--- src/rtl/tmr_pkg.sv ---
package tmr_pkg;

  localparam int unsigned REG_DW   = 16;
  localparam int unsigned OFS_CTRL = 'h00;
  localparam int unsigned OFS_EGEN = 'h04;
  localparam int unsigned OFS_STAT = 'h08;
  localparam int unsigned OFS_CNT  = 'h0C;
  localparam int unsigned OFS_PSC  = 'h10;
  localparam int unsigned OFS_ARR  = 'h14;

  typedef enum logic [1:0] {
    SZ_BYTE = 2'd0,
    SZ_HALF = 2'd1,
    SZ_WORD = 2'd2,
    SZ_RSVD = 2'd3
  } bus_size_e;

  typedef struct packed {
    logic arpe;   // reload buffering
    logic opm;    // one-shot
    logic urs;    // overflow-only flag source
    logic udis;   // update block
    logic cen;    // run enable
  } ctrl_t;

  function automatic logic width_ok(input logic [1:0] sz);
    return (sz == SZ_HALF) || (sz == SZ_WORD);
  endfunction

  function automatic ctrl_t ctrl_decode(input logic [REG_DW-1:0] w);
    ctrl_t c;
    c.cen  = w[0];
    c.udis = w[1];
    c.urs  = w[2];
    c.opm  = w[3];
    c.arpe = w[7];
    return c;
  endfunction

  function automatic logic [REG_DW-1:0] ctrl_encode(input ctrl_t c);
    return {8'h00, c.arpe, 3'b000, c.opm, c.urs, c.udis, c.cen};
  endfunction

endpackage

--- src/rtl/tmr_regs.sv ---
module tmr_regs
  import tmr_pkg::*;
#(
  parameter int unsigned ADDR_W = 5,
  parameter int unsigned CNT_W  = 16,
  parameter int unsigned PSC_W  = 16
) (
  input  logic              clk,
  input  logic              rst_n,
  input  logic [ADDR_W-1:0] bus_addr,
  input  logic              bus_we,
  input  logic [1:0]        bus_size,
  input  logic [31:0]       bus_wdata,
  input  logic              uev,
  output ctrl_t             ctrl,
  output logic [PSC_W-1:0]  psc_buf,
  output logic [CNT_W-1:0]  arr_buf,
  output logic [CNT_W-1:0]  arr_act,
  output logic              sw_ug,
  output logic              cnt_load,
  output logic [CNT_W-1:0]  cnt_load_val,
  output logic              stat_clr
);

  logic wr_ok;
  logic wr_ctrl, wr_egen, wr_stat, wr_cnt, wr_psc, wr_arr;
  logic wdata_unused;

  assign wr_ok   = bus_we && width_ok(bus_size);
  assign wr_ctrl = wr_ok && (bus_addr == ADDR_W'(OFS_CTRL));
  assign wr_egen = wr_ok && (bus_addr == ADDR_W'(OFS_EGEN));
  assign wr_stat = wr_ok && (bus_addr == ADDR_W'(OFS_STAT));
  assign wr_cnt  = wr_ok && (bus_addr == ADDR_W'(OFS_CNT));
  assign wr_psc  = wr_ok && (bus_addr == ADDR_W'(OFS_PSC));
  assign wr_arr  = wr_ok && (bus_addr == ADDR_W'(OFS_ARR));

  assign sw_ug        = wr_egen && bus_wdata[0];
  assign stat_clr     = wr_stat && !bus_wdata[0];
  assign cnt_load     = wr_cnt;
  assign cnt_load_val = bus_wdata[CNT_W-1:0];
  assign wdata_unused = ^bus_wdata[31:REG_DW];

  // Control: bus write first, then the one-shot hardware clear overrides.
  always_ff @(posedge clk or negedge rst_n) begin
    if (!rst_n) begin
      ctrl <= '0;
    end else begin
      if (wr_ctrl) ctrl <= ctrl_decode(bus_wdata[REG_DW-1:0]);
      if (uev && ctrl.opm) ctrl.cen <= 1'b0;
    end
  end

  always_ff @(posedge clk or negedge rst_n) begin
    if (!rst_n) begin
      psc_buf <= '0;
      arr_buf <= '1;
      arr_act <= '1;
    end else begin
      if (wr_psc) psc_buf <= bus_wdata[PSC_W-1:0];
      if (wr_arr) arr_buf <= bus_wdata[CNT_W-1:0];
      if (uev) arr_act <= arr_buf;
      if (wr_arr && !ctrl.arpe) arr_act <= bus_wdata[CNT_W-1:0];
    end
  end

  a_r11_narrow_write_dropped: assert property (@(posedge clk) disable iff (!rst_n)
    (bus_we && !width_ok(bus_size)) |=> ($stable(psc_buf) && $stable(arr_buf)));

  a_r9_one_shot_stops: assert property (@(posedge clk) disable iff (!rst_n)
    (uev && ctrl.opm) |=> !ctrl.cen);

endmodule

--- src/rtl/tmr_prescaler.sv ---
module tmr_prescaler #(
  parameter int unsigned PSC_W = 16
) (
  input  logic             clk,
  input  logic             rst_n,
  input  logic             run,
  input  logic             clr,
  input  logic             uev,
  input  logic [PSC_W-1:0] psc_buf,
  output logic             tick
);

  logic [PSC_W-1:0] pcnt;
  logic [PSC_W-1:0] psc_act;

  function automatic logic [PSC_W-1:0] phase_next(input logic [PSC_W-1:0] p,
                                                  input logic [PSC_W-1:0] lim);
    return (p == lim) ? '0 : p + PSC_W'(1);
  endfunction

  assign tick = run && !clr && (pcnt == psc_act);

  always_ff @(posedge clk or negedge rst_n) begin
    if (!rst_n) begin
      pcnt    <= '0;
      psc_act <= '0;
    end else begin
      if (clr)      pcnt <= '0;
      else if (run) pcnt <= phase_next(pcnt, psc_act);
      if (uev)      psc_act <= psc_buf;
    end
  end

  a_r4_phase_within_divisor: assert property (@(posedge clk) disable iff (!rst_n)
    pcnt <= psc_act);

  a_r10_frozen_phase_holds: assert property (@(posedge clk) disable iff (!rst_n)
    (!run && !clr) |=> $stable(pcnt));

endmodule

--- src/rtl/tmr_counter.sv ---
module tmr_counter #(
  parameter int unsigned CNT_W = 16
) (
  input  logic             clk,
  input  logic             rst_n,
  input  logic             tick,
  input  logic             clr,
  input  logic             load,
  input  logic [CNT_W-1:0] load_val,
  input  logic [CNT_W-1:0] arr_act,
  output logic [CNT_W-1:0] cnt,
  output logic             ovf
);

  function automatic logic [CNT_W-1:0] count_next(input logic [CNT_W-1:0] c,
                                                  input logic wrap);
    return wrap ? '0 : c + CNT_W'(1);
  endfunction

  assign ovf = tick && (cnt == arr_act);

  always_ff @(posedge clk or negedge rst_n) begin
    if (!rst_n)      cnt <= '0;
    else if (clr)    cnt <= '0;
    else if (load)   cnt <= load_val;
    else if (tick)   cnt <= count_next(cnt, ovf);
  end

  a_r3_step_by_one: assert property (@(posedge clk) disable iff (!rst_n)
    (tick && !ovf && !load && !clr) |=> (cnt == $past(cnt) + CNT_W'(1)));

  a_r3_wrap_to_zero: assert property (@(posedge clk) disable iff (!rst_n)
    (ovf && !load) |=> (cnt == '0));

  a_r8_sw_update_clears: assert property (@(posedge clk) disable iff (!rst_n)
    clr |=> (cnt == '0));

endmodule

--- src/rtl/base_timer.sv ---
module base_timer
  import tmr_pkg::*;
#(
  parameter int unsigned ADDR_W = 5,
  parameter int unsigned CNT_W  = 16,
  parameter int unsigned PSC_W  = 16
) (
  input  logic              clk,
  input  logic              rst_n,
  input  logic [ADDR_W-1:0] bus_addr,
  input  logic              bus_we,
  input  logic [1:0]        bus_size,
  input  logic [31:0]       bus_wdata,
  output logic [31:0]       bus_rdata,
  input  logic              dbg_halt,
  input  logic              dbg_freeze_en,
  output logic              upd_evt,
  output logic              upd_irq
);

  ctrl_t            ctrl;
  logic [PSC_W-1:0] psc_buf;
  logic [CNT_W-1:0] arr_buf, arr_act, cnt, cnt_load_val;
  logic             sw_ug, cnt_load, stat_clr;
  logic             run, tick, ovf, uev, flag_set, uif, evt_q;

  // Named internal events.
  assign run      = ctrl.cen && !(dbg_halt && dbg_freeze_en);
  assign uev      = (ovf || sw_ug) && !ctrl.udis;
  assign flag_set = uev && (ovf || !ctrl.urs);

  tmr_regs #(.ADDR_W(ADDR_W), .CNT_W(CNT_W), .PSC_W(PSC_W)) u_regs (
    .clk(clk), .rst_n(rst_n), .bus_addr(bus_addr), .bus_we(bus_we),
    .bus_size(bus_size), .bus_wdata(bus_wdata), .uev(uev), .ctrl(ctrl),
    .psc_buf(psc_buf), .arr_buf(arr_buf), .arr_act(arr_act), .sw_ug(sw_ug),
    .cnt_load(cnt_load), .cnt_load_val(cnt_load_val), .stat_clr(stat_clr)
  );

  tmr_prescaler #(.PSC_W(PSC_W)) u_psc (
    .clk(clk), .rst_n(rst_n), .run(run), .clr(sw_ug), .uev(uev),
    .psc_buf(psc_buf), .tick(tick)
  );

  tmr_counter #(.CNT_W(CNT_W)) u_cnt (
    .clk(clk), .rst_n(rst_n), .tick(tick), .clr(sw_ug), .load(cnt_load),
    .load_val(cnt_load_val), .arr_act(arr_act), .cnt(cnt), .ovf(ovf)
  );

  always_ff @(posedge clk or negedge rst_n) begin
    if (!rst_n) begin
      uif   <= 1'b0;
      evt_q <= 1'b0;
    end else begin
      evt_q <= uev;
      if (flag_set)      uif <= 1'b1;
      else if (stat_clr) uif <= 1'b0;
    end
  end

  assign upd_evt = evt_q;
  assign upd_irq = uif;

  always_comb begin
    bus_rdata = '0;
    case (bus_addr)
      ADDR_W'(OFS_CTRL): bus_rdata[REG_DW-1:0] = ctrl_encode(ctrl);
      ADDR_W'(OFS_STAT): bus_rdata[0]          = uif;
      ADDR_W'(OFS_CNT):  bus_rdata[CNT_W-1:0]  = cnt;
      ADDR_W'(OFS_PSC):  bus_rdata[PSC_W-1:0]  = psc_buf;
      ADDR_W'(OFS_ARR):  bus_rdata[CNT_W-1:0]  = arr_buf;
      default:           bus_rdata             = '0;
    endcase
  end

  a_r6_blocked_no_pulse: assert property (@(posedge clk) disable iff (!rst_n)
    ctrl.udis |=> !upd_evt);

  a_r7_sw_update_quiet: assert property (@(posedge clk) disable iff (!rst_n)
    (sw_ug && ctrl.urs && !uif) |=> !uif);

  a_r12_irq_tracks_flag: assert property (@(posedge clk) disable iff (!rst_n)
    (stat_clr && !flag_set) |=> !upd_irq);

endmodule

--- config.mk ---
export PLATFORM = sky130hd
export DESIGN_NAME = base_timer
export DESIGN_NICKNAME = d
export VERILOG_FILES = /design/src/rtl/tmr_pkg.sv /design/src/rtl/tmr_regs.sv /design/src/rtl/tmr_prescaler.sv /design/src/rtl/tmr_counter.sv /design/src/rtl/base_timer.sv
export SDC_FILE = /design/constraint.sdc
export NUM_CORES = 1
export LEC_CHECK = 0
export BUFFER_PORTS_ARGS = -buffer_cell sky130_fd_sc_hd__buf_2
export CAP_MARGIN = 30
export CORE_ASPECT_RATIO = 1.4
export CORE_MARGIN = 5
export CORE_UTILIZATION = 50
export DETAILED_ROUTE_END_ITERATION = 16
export GPL_ROUTABILITY_DRIVEN = 0
export PLACE_DENSITY = 0.73
export SYNTH_ARGS = -nofsm -noshare
export SYNTH_HDL_FRONTEND = slang
export SYNTH_HIERARCHICAL = 1
export SYNTH_SLANG_ARGS = --single-unit
export TNS_END_PERCENT = 100
--- constraint.sdc ---
create_clock -name clk -period 3.9 [get_ports clk]
set_input_delay 0.585 -clock clk [delete_from_list [all_inputs] [get_ports clk]]
set_output_delay 0.585 -clock clk [all_outputs]
set_load 0.02 [all_outputs]
==> impl_metrics.env, run 1 <==
export IMPL_status="finished, final reports clean"
export IMPL_worstSetupStartpointType="flop"
export IMPL_clk_latency_ns=0.35
export IMPL_dp_hpwl_um=10000
export IMPL_period_share_pct=87.7
export IMPL_crit_fanout=32
export IMPL_cts_num_sinks=103
export IMPL_r2r_slack_ns=0.48
export IMPL_final_cells=725
export IMPL_reg2regPathDepth=11
export IMPL_multi_input_area_um2=3120
export IMPL_grt_pass1_vias=4510
export IMPL_cts_resized=0
export IMPL_clk_pin_slew_ns=0.07
export IMPL_syn_avg_cell_area_um2=11.1
export IMPL_power_density_nw_per_um2=429
export IMPL_layout_common_cells="mux2_2 (85), dfrtp_1 (71), buf_2 (44), dfstp_2 (32), xor2_1 (30)"
export IMPL_cts_buffer_depth=2
export IMPL_maxCapViolations=0
export IMPL_grt_overflow_total=0
export IMPL_final_common_cell="mux2_2"
export IMPL_drt_iter0_markers=274
export IMPL_die_height_um=141
export IMPL_crit_required_ns=4.17
export IMPL_fin_skew_ns=0.00734
export IMPL_layout_drive_gt1_share_pct=37.2
export IMPL_wl_per_cell_um=19.5
export IMPL_fmax_mhz=292
export IMPL_dieArea_um2=14600
export IMPL_design_portCount=78
export IMPL_port_buffers=45
export IMPL_htreeDepth=3
export IMPL_hold_path_class="primary input to async pin"
export IMPL_cts_root_buf="clkbuf_16"
export IMPL_num_antenna_cells=0
export IMPL_grt_use_total_pct=19.6
export IMPL_period_minus_slack_ns=3.42
export IMPL_slew_viol_final=0
export IMPL_ys_seq_area_share_pct=42.7
export IMPL_yosysTopAreaCell="dfrtp_1"
export IMPL_hold_viol=0
export IMPL_seqCellArea_um2=2620
export IMPL_worstMarginPinSlew_ns=0.945
export IMPL_remaining_drc_errors=0
export IMPL_syn_area_um2=6130
export IMPL_yosysWarnings=6
export IMPL_antenna_found_initial=0
export IMPL_netlist_instances=552
export IMPL_cts_setup_buffers=0
export IMPL_leakage_nw=2.96
export IMPL_fill_cells=1092
export IMPL_fin_tns_setup_ns=0
export IMPL_fp_dieW_um=104
export IMPL_grt_pass1_wl_um=23200
export IMPL_asyncSetResetFlopFracSynth_pct=100
export IMPL_drt_antenna_violating_nets=0
export IMPL_synthTopCellsByArea="dfrtp_1 (29%), mux2_2 (16%), dfstp_2 (14%)"
export IMPL_core_um2=12200
export IMPL_ctsHoldBuffers=0
export IMPL_ys_ff_latch=103
export IMPL_vias=4384
export IMPL_critPathKind="flop to flop"
export IMPL_synth_flop_cell="dfrtp_1"
export IMPL_placedCellCount=709
export IMPL_initial_utilization_pct=50.3
export IMPL_max_slew_margin_pct=36.8
export IMPL_area_growth_pct=7.43
export IMPL_r2r_start="u_psc/pcnt[10]"
export IMPL_setup_viol=0
export IMPL_wl_um=14200
export IMPL_vias_per_cell=6.05
export IMPL_fp_row_count=48
export IMPL_worstPathArrival_ns=3.69
export IMPL_yosysTopAreaCellShare_pct=29.0
export IMPL_final_nets=616
export IMPL_cts_tree="built"
export IMPL_grt_max_degree=70
export IMPL_firstDrtPassIters=4
export IMPL_cts_buffers=9
export IMPL_r2r_end="u_regs/arr_act[4]"
export IMPL_synth_edf_count=0
export IMPL_rsz0062_at_grt="no"
export IMPL_synth_distinct_cells=59
export IMPL_ir_drop_v=0.000226
export IMPL_end_kind="flop"
## stage by stage
| step | utilization [%] | setup WS, ns | total power, mW | hold slack, ns | instance area, µm² |
|---|---|---|---|---|---|
| floorplan | - | 0.203 | 1.78 | 0.289 | 6190 |
| global placement | 51.5 | 0.412 | 1.89 | 0.505 | 6280 |
| detailed placement | 51.5 | 0.404 | 1.92 | 0.517 | 6280 |
| CTS | 54.0 | 0.462 | 2.84 | 0.389 | 6590 |
| global route | 54.0 | 0.305 | 2.96 | 0.434 | 6590 |
| finish | 54.0 | 0.480 | 2.82 | 0.355 | 6590 |
## state kept, by name, summed over array words and instances (netlist names)
name	count
u_cnt/cnt	16
u_psc/pcnt	16
u_psc/psc_act	16
u_regs/arr_act	16
u_regs/arr_buf	16
u_regs/psc_buf	16
u_regs/ctrl	5
upd_evt	1
upd_irq	1
## kinds of logic (layout without fill, tap and decap cells)
logic type | after synthesis | after routing | synth area share [%]
and+or+nand+nor | 145 | 145 | 15.1
adders and majority gates | 2 | 2 | 0.408
DFF | 103 | 103 | 42.7
other | 1 | 16 | 0.0612
AOI/OAI and AO/OA | 81 | 81 | 9.30
muxes | 100 | 100 | 18.1
buffers and inverters | 73 | 81 | 7.59
xor gates and xnor gates | 47 | 47 | 6.84
## worst max path at each step
stage / slack (ns) / endpoint / start / cells after the start
3_3_place_gp: 0.41 / u_regs/arr_act[13] / u_psc/pcnt[13] / 11
5_1_grt: 0.31 / u_regs/arr_act[4] / u_psc/pcnt[5] / 11
3_5_place_dp: 0.40 / u_regs/arr_act[4] / bus_size[1] / 12
2_1_floorplan: 0.20 / u_regs/arr_act[10] / u_psc/pcnt[3] / 16
4_1_cts: 0.46 / u_regs/arr_act[4] / u_psc/pcnt[13] / 11
6_report: 0.48 / u_regs/arr_act[4] / u_psc/pcnt[10] / 11
## synthesized netlist by cell type, types with 2 or more instances
master	n
mux2_2	85
dfrtp_1	71
buf_4	32
dfstp_2	32
xor2_1	30
a21oi_1	27
nand2_1	23
nand3_1	22
nor3b_1	16
o22ai_1	16
xnor2_1	16
clkbuf_1	15
mux2i_1	15
nor2_1	15
nand4_1	12
o2bb2ai_1	10
inv_1	9
nor4_1	9
nor3_1	8
buf_2	7
buf_6	7
a31oi_1	6
nor2b_1	6
or4b_1	6
a221o_1	4
and3_1	4
or3b_2	4
a22oi_1	3
o21ai_0	3
a22o_1	2
buf_1	2
ha_1	2
nand3_2	2
nand3b_1	2
nor2_4	2
o2111ai_1	2
or3_1	2
or4b_4	2
## report_power, final
part           switching [mW]  total (mW)  internal, mW  leakage, nW
Combinational           0.260       0.511         0.251         1.54
Clock                   0.379       0.911         0.532        0.146
Sequential              0.159        1.40          1.24         1.27
Total                   0.798        2.82          2.03         2.96
## area by class of cell
class	count	share of cell area, %
multi-input cells	391	47.4
flip-flops and latches	103	39.7
repair buffers	56	4.90
clock buffers	13	3.95
well taps	150	2.85
clock inverters	3	0.646
inverters	9	0.513
## worst max-delay path, stage by stage (launching register included)
cell and delay (ns):
dfrtp_1 0.46, xor2_1 0.23, nor4_1 0.32, nand4_1 0.20
nor3_2 0.22, nand2_1 0.14, nor4_1 0.51, nor2_1 0.14
nor2_2 0.23, buf_12 0.25, mux2_2 0.36, mux2_2 0.27
## per-layer routing
metal	wire, µm	global-route usage (%)
met3	622	2.79
met5	0	0
met2	7710	36.0
met1	5420	22.4
met4	423	8.85
No activity file was read; power rests on OpenSTA's default activity.
==> run 2: changes to the inputs <==
Settings changed: CELL_PAD_IN_SITES_DETAIL_PLACEMENT from default to 2, CELL_PAD_IN_SITES_GLOBAL_PLACEMENT from default to 2, CORE_UTILIZATION 50 to 35, PLACE_DENSITY 0.73 to default, PLACE_DENSITY_LB_ADDON from default to 0.1.
==> run 2 against run 1 <==
  * Combinational power increased by 3%
  * Clock power increased by 8.6%
  * Register-to-register slack improved by 0.06 ns
  * Maximum frequency increased by 1.8%
  * Cell area increased by 2.4%
  * Non-clock buffer count increased by 2
  * Critical path depth increased by 1
  * Largest cell class unchanged
==> impl_metrics.env, run 2 (synthesis gave the netlist of run 1 again) <==
export IMPL_max_slew_margin_pct=55.0
export IMPL_layout_common_cells="mux2_2 (85), dfrtp_1 (71), buf_2 (44), dfstp_2 (32), xor2_1 (30)"
export IMPL_final_util_pct=38.9
export IMPL_cp_slowest_cell="dfrtp_1"
export IMPL_num_antenna_cells=0
export IMPL_reg2regPathDepth=12
export IMPL_crit_required_ns=4.18
export IMPL_cts_setup_buffers=0
export IMPL_worstSetupStartpointType="flop"
export IMPL_r2r_slack_ns=0.54
export IMPL_power_density_nw_per_um2=433
export IMPL_fp_row_count=57
export IMPL_fin_tns_setup_ns=0
export IMPL_r2r_end="u_regs/arr_act[10]"
export IMPL_grt_overflow_total=0
export IMPL_antenna_found_initial=1
export IMPL_worstMarginPinSlew_ns=0.676
export IMPL_r2r_start="u_psc/pcnt[9]"
export IMPL_grt_max_degree=58
export IMPL_setup_viol=0
export IMPL_vias_per_cell=5.35
export IMPL_core_um2=17300
export IMPL_clk_latency_ns=0.35
export IMPL_clk_pin_slew_ns=0.07
export IMPL_maxCapViolations=0
export IMPL_die_height_um=167
export IMPL_rsz0062_at_grt="no"
export IMPL_layout_drive_gt1_share_pct=37.6
export IMPL_cts_resized=0
export IMPL_cts_num_sinks=103
export IMPL_cpPeakStageDelay_ns=0.48
export IMPL_htreeDepth=3
export IMPL_firstDrtPassIters=4
export IMPL_ir_drop_v=0.000182
export IMPL_crit_fanout=28
export IMPL_crit_path_cell_trace="xor2_1, nor4_1, nand4_1, nor3_2, nand2_1, nor4_1, buf_4, nor2_1, nor2_4, buf_12, mux2_2, mux2_2"
export IMPL_wl_um=18200
export IMPL_period_minus_slack_ns=3.36
export IMPL_grt_pass1_wl_um=28400
export IMPL_wl_per_cell_um=22.4
export IMPL_initial_utilization_pct=35.4
export IMPL_design_portCount=78
export IMPL_grt_pass1_vias=4949
export IMPL_dieArea_um2=20300
export IMPL_cts_buffers=9
export IMPL_vias=4346
export IMPL_area_growth_pct=9.96
export IMPL_cts_tree="built"
export IMPL_leakage_nw=2.98
export IMPL_critPathKind="flop to flop"
export IMPL_drt_antenna_violating_nets=0
export IMPL_fill_cells=1861
export IMPL_placedCellCount=797
export IMPL_fp_dieW_um=122
export IMPL_hold_viol=0
export IMPL_remaining_drc_errors=0
export IMPL_period_share_pct=86.1
export IMPL_final_cells=813
export IMPL_grt_use_total_pct=18.4
export IMPL_drt_iter0_markers=160
export IMPL_port_buffers=45
export IMPL_ctsHoldBuffers=0
export IMPL_slew_viol_final=0
export IMPL_dp_hpwl_um=13100
export IMPL_status="finished, final reports clean"
export IMPL_cts_buffer_depth=2
export IMPL_end_kind="flop"
export IMPL_final_nets=618
export IMPL_fmax_mhz=298
export IMPL_cts_root_buf="clkbuf_16"
export IMPL_worstPathArrival_ns=3.64
export IMPL_hold_path_class="primary input to async pin"
export IMPL_final_common_cell="mux2_2"
export IMPL_fin_skew_ns=0.00645
## run 2: per-stage QoR
step	hold slack (ns)	total power, mW	setup slack [ns]	area, µm²
after global placement	0.512	1.93	0.465	6420
final	0.260	2.92	0.541	6740
after detailed placement	0.519	1.97	0.411	6430
after CTS	0.283	2.97	0.364	6740
after global routing	0.306	3.06	0.285	6740
after floorplan	0.289	1.78	0.203	6190
## run 2: power by group
| group | switching, mW | total [mW] | internal [mW] |
|---|---|---|---|
| Combinational | 0.271 | 0.524 | 0.252 |
| Sequential | 0.167 | 1.41 | 1.24 |
| Clock | 0.428 | 0.989 | 0.562 |
| Total | 0.867 | 2.92 | 2.06 |
## run 2: how the worst max path moves through the flow
stage	from	endpoint	slack, ns	depth (start not counted)
5_1_grt	u_psc/pcnt[13]	u_regs/arr_act[10]	0.28	12
3_5_place_dp	u_psc/pcnt[13]	u_regs/arr_act[2]	0.41	12
4_1_cts	u_psc/pcnt[13]	u_regs/arr_act[6]	0.36	12
6_report	u_psc/pcnt[9]	u_regs/arr_act[10]	0.54	12
3_3_place_gp	u_psc/pcnt[9]	u_regs/arr_act[12]	0.47	12
2_1_floorplan	u_psc/pcnt[3]	u_regs/arr_act[10]	0.20	16
## run 2: final cells by class
cell class / count / area (µm²) / area share (%)
multi-input cells: 391 / 3130 / 46.4
flip-flops and latches: 103 / 2620 / 38.8
repair buffers: 58 / 354 / 5.25
well taps: 236 / 295 / 4.38
clock buffers: 10 / 229 / 3.40
clock inverters: 6 / 85.1 / 1.26
inverters: 9 / 33.8 / 0.501
## run 2: critical path: cells and delay by family (launching register included)
family                    cells  cell delay (ns)
muxes                         2             0.62
DFF                           1             0.48
xor gates and xnor gates      1             0.20
and+or+nand+nor               7             1.56
buffers and inverters         2             0.42
## run 2: metal layers
metal	part of all wire, %	vias to the layer above	GRT usage [%]
met1	40	2266	20.5
met3	1.6	27	2.27
met4	2.1	2	6.19
li1	-	2013	-
met2	57	38	35.2
met5	0.044	-	0
